## src/rtl/alu_pkg.sv

```systemverilog
package alu_pkg;
    typedef enum logic [1:0] {
        FN_AND = 2'b00,
        FN_OR  = 2'b01,
        FN_SUM = 2'b10,
        FN_SLT = 2'b11
    } alu_fn_e;
endpackage

```

## src/rtl/alu_fn_decode.sv

```systemverilog
module alu_fn_decode
    import alu_pkg::*;
(
    input  logic [1:0] op_sel,
    output alu_fn_e    fn
);
    always_comb begin
        unique case (op_sel)
            2'b00:   fn = FN_AND;
            2'b01:   fn = FN_OR;
            2'b10:   fn = FN_SUM;
            default: fn = FN_SLT;
        endcase
    end
endmodule

```

## src/rtl/alu_bitwise.sv

```systemverilog
module alu_bitwise
    import alu_pkg::*;
#(
    parameter int WIDTH = 32
) (
    input  logic [WIDTH-1:0] a,
    input  logic [WIDTH-1:0] b,
    input  alu_fn_e          fn,
    output logic [WIDTH-1:0] y
);
    always_comb begin
        if (fn == FN_OR) y = a | b;
        else             y = a & b;
    end
endmodule

```

## src/rtl/alu_ripple_adder.sv

```systemverilog
module alu_ripple_adder #(
    parameter int WIDTH = 32
) (
    input  logic [WIDTH-1:0] a,
    input  logic [WIDTH-1:0] b,
    input  logic             cin,
    output logic [WIDTH-1:0] sum,
    output logic             ovf
);
    localparam int MSB = WIDTH - 1;

    logic [WIDTH:0] carry;
    assign carry[0] = cin;

    for (genvar i = 0; i < WIDTH; i++) begin : g_bit
        assign sum[i]     = a[i] ^ b[i] ^ carry[i];
        assign carry[i+1] = (a[i] & b[i]) | (carry[i] & (a[i] ^ b[i]));
    end

    assign ovf = carry[MSB] ^ carry[WIDTH];

    // Sign-based rule must agree with the carry-based detector
    always_comb begin
        p_ovf_sign_rule_r5: assert (ovf == ((a[MSB] == b[MSB]) && (sum[MSB] != a[MSB])))
            else $error("R5 overflow disagrees with sign rule");
        if (a[MSB] != b[MSB])
            p_no_overflow_r6: assert (!ovf)
                else $error("R6 overflow with opposite effective signs");
    end
endmodule

```

## src/rtl/sign_safe_alu.sv

```systemverilog
module sign_safe_alu
    import alu_pkg::*;
#(
    parameter int WIDTH = 32
) (
    input  logic [31:0] opnd_a,
    input  logic [31:0] opnd_b,
    input  logic        b_negate,
    input  logic [1:0]  op_sel,
    output logic [31:0] result,
    output logic        zero,
    output logic        overflow
);
    localparam int MSB = WIDTH - 1;

    alu_fn_e          fn;
    logic [WIDTH-1:0] b_eff;
    logic [WIDTH-1:0] logic_y;
    logic [WIDTH-1:0] sum_y;
    logic             add_ovf;
    logic             lt_bit;

    assign b_eff = b_negate ? ~opnd_b : opnd_b;

    alu_fn_decode u_decode (
        .op_sel (op_sel),
        .fn     (fn)
    );

    alu_bitwise #(.WIDTH(WIDTH)) u_bitwise (
        .a  (opnd_a),
        .b  (b_eff),
        .fn (fn),
        .y  (logic_y)
    );

    alu_ripple_adder #(.WIDTH(WIDTH)) u_adder (
        .a   (opnd_a),
        .b   (b_eff),
        .cin (b_negate),
        .sum (sum_y),
        .ovf (add_ovf)
    );

    // Raw sign is wrong exactly when the subtraction overflowed
    assign lt_bit = sum_y[MSB] ^ add_ovf;

    always_comb begin
        unique case (fn)
            FN_AND, FN_OR: begin
                result   = logic_y;
                overflow = 1'b0;
            end
            FN_SUM: begin
                result   = sum_y;
                overflow = add_ovf;
            end
            default: begin
                result   = {{(WIDTH-1){1'b0}}, lt_bit};
                overflow = add_ovf;
            end
        endcase
    end

    assign zero = ~|result;

    always_comb begin
        if (fn == FN_SLT)
            p_slt_upper_clear_r7: assert (result[MSB:1] == '0)
                else $error("R7 compare upper bits not clear");
        if (!op_sel[1])
            p_logic_no_overflow_r8: assert (!overflow)
                else $error("R8 overflow on bitwise op");
        if (fn == FN_SLT && b_negate)
            p_slt_zero_r9: assert (zero == !($signed(opnd_a) < $signed(opnd_b)))
                else $error("R9 zero flag disagrees with compare");
    end
endmodule

```

## config.mk

```make
export PLATFORM = sky130hd
export DESIGN_NAME = sign_safe_alu
export DESIGN_NICKNAME = d
export VERILOG_FILES = /design/src/rtl/alu_pkg.sv /design/src/rtl/alu_fn_decode.sv /design/src/rtl/alu_bitwise.sv /design/src/rtl/alu_ripple_adder.sv /design/src/rtl/sign_safe_alu.sv
export SDC_FILE = /design/constraint.sdc
export NUM_CORES = 1
export LEC_CHECK = 0
export ABC_AREA = 1
export BUFFER_PORTS_ARGS = -buffer_cell sky130_fd_sc_hd__buf_4
export CAP_MARGIN = 20
export CORE_UTILIZATION = 59
export DETAILED_ROUTE_END_ITERATION = 10
export GPL_TIMING_DRIVEN = 1
export PLACE_DENSITY_LB_ADDON = 0.15
export REMOVE_ABC_BUFFERS = 1
export SLEW_MARGIN = 25
export SYNTH_ARGS = -nofsm -noshare
export SYNTH_HDL_FRONTEND = slang
export SYNTH_SLANG_ARGS = --single-unit
```

## constraint.sdc

```tcl
create_clock -name vclk -period 33.6
set_input_delay 1.68 -clock vclk [all_inputs]
set_output_delay 1.68 -clock vclk [all_outputs]
set_load 0.03 [all_outputs]
```

==> results.cfg <==
[sta]
drv_slew = 0
hold_viol = 0
finalCritPeriodShare_pct = 53.4
tightest_slew_ns = 0.575
relSlewSlack_pct = 61.6
fin_crit_ns = 17.94
grt_setup_unrepaired = false
fin_tns_setup_ns = 0
setup_viol = 0
timing.fmax_ghz = 0.0557

[cts]
cts_setup_buffers = 0
holdBufCountCts = 0
cts_resized = 0

[placed_design]
placed_cell_area_um2 = 3760
placedCellCount = 602
io_buffers = 101
dpl.hpwl_mm = 5.44
gp_congestion = 0.807

[drt]
drt-total-wl_mm = 6.74
avgViaCountPerCell = 4.66
antenna_left = 0
drt_iter0_drc = 107
dr.pass1.iters = 4
post_drt_wl_per_cell_um = 11.2
drc = 0
num_vias = 2806

[layout]
clkbuf_count = 0
regArea_um2 = 0
seq_cells = 0
instances_no_fill = 602
final_area_um2 = 3760
multi_input_area_um2 = 2520
area_delta_synth_final_pct = 23.9
nNetsFinal = 700
drive_gt1_share_pct = 19.6
diodes = 0
fillers = 376

[setup_path]
critPathLaunchType = primary input
crit_top_cell = fa_1
crit_slowest_cell = buf_4
required_ns = 31.92
end_kind = output pin
crit_arrival_ns = 16.26
cp_max_fo = 34
path_class = primary input to output pin
cpPeakStageDelay_ns = 0.45

[floorplanning]
die_width_um = 73.8
fp.dieArea_um2 = 5440
core_area_um2 = 4850
initial_core_util_pct = 62.7
std_cell_rows = 25
die_h_um = 73.8
pin_count = 101

[synth]
synth.distinct_cells = 19
yosysSeqAreaShare_pct = 0
yosysWarnings = 0
yosysTopAreaCellShare_pct = 26.4
netlist_instances = 451
synth.largest_area_cell = ha_1
syn_area_um2 = 3040
synth.area.top_cells = ha_1 26%, fa_1 21%, nand2_1 17%
avgSynthCellArea_um2 = 6.74

[grt]
grt_pass1_vias = 2648
track_usage_pct = 25.1
grt_max_degree = 37
grt_pass1_wl_mm = 11.0
grt-ovfl-total = 0
antenna_found_initial = 0

[status]
status = completed

[job]
drv_cap = 0

[hold_path]
min_path_type = primary input to output pin

[pwr]
p_leak_nw = 2.24
ir_drop_v = 0.0000128
power_density_nw_per_um2 = 19.3
[cells by family after synthesis]
logic type / after synthesis / share of synthesized area [%]
and+or+nand+nor: 194 / 25.3
buffers and inverters: 123 / 17.0
adders and majority gates: 96 / 47.4
xor gates and xnor gates: 32 / 9.23
AOI/OAI and AO/OA: 6 / 1.07
[cells in the mapped netlist (all sizes together)]
cell    count
nand2     138
inv       106
ha         64
fa         32
xnor2      31
nand3      30
nor2       26
buf        16
o21ai       3
a21oi       2
clkbuf      1
o211ai      1
xor2        1
[metal layers]
| layer | share of wire (%) | track usage [%] | vias up |
|---|---|---|---|
| met5 | 0 | 0 | - |
| met4 | 1.2 | 3.63 | 0 |
| met3 | 3.5 | 0.823 | 12 |
| met2 | 54 | 51.4 | 75 |
| met1 | 41 | 29.0 | 1272 |
| li1 | - | - | 1447 |
[cell usage in the layout, fill, tap and decap left out, drive strengths merged]
cell type    n
nand2      138
buf        101
ha          64
a21oi        2
nand3       30
o21ai        3
inv        106
xor2         1
nor2        26
o211ai       1
fa          32
xnor2       31
[metrics by stage]
stage | hold WS [ns] | utilization, % | worst slack, ns | total power, mW
after CTS | 3.81 | 77.7 | 15.55 | 0.0731
after detailed placement | 3.81 | 77.7 | 15.56 | 0.0729
after global routing | 3.84 | 77.7 | 15.03 | 0.0812
after floorplan | 3.54 | - | 16.51 | 0.0461
final | 3.83 | 77.7 | 15.66 | 0.0725
after global placement | 3.79 | 77.7 | 15.87 | 0.0698
[critical path: cells and delay by family]
family	cells	cell delay (ns)
xor+xnor	1	0.21
fa+ha+maj	31	12.71
buf+inv	9	1.18
simple gates	7	0.40
[power by group]
part	leakage (nW)	switching (mW)	internal [mW]
clock	0	0	0
combinational	2.24	0.0436	0.0289
sequential	0	0	0
[worst paths after layout]
kind              slack, ns  endpoint  cells after the start       from
setup / recovery      15.66      zero                     48   b_negate
hold / removal         3.83  overflow                      4  op_sel[1]
[layout make-up]
cell class | instances | area share, %
inverters | 106 | 10.6
multi-input cells | 328 | 67.0
well taps | 67 | 2.23
repair buffers | 101 | 20.1
No activity file was read; power rests on OpenSTA's default activity.
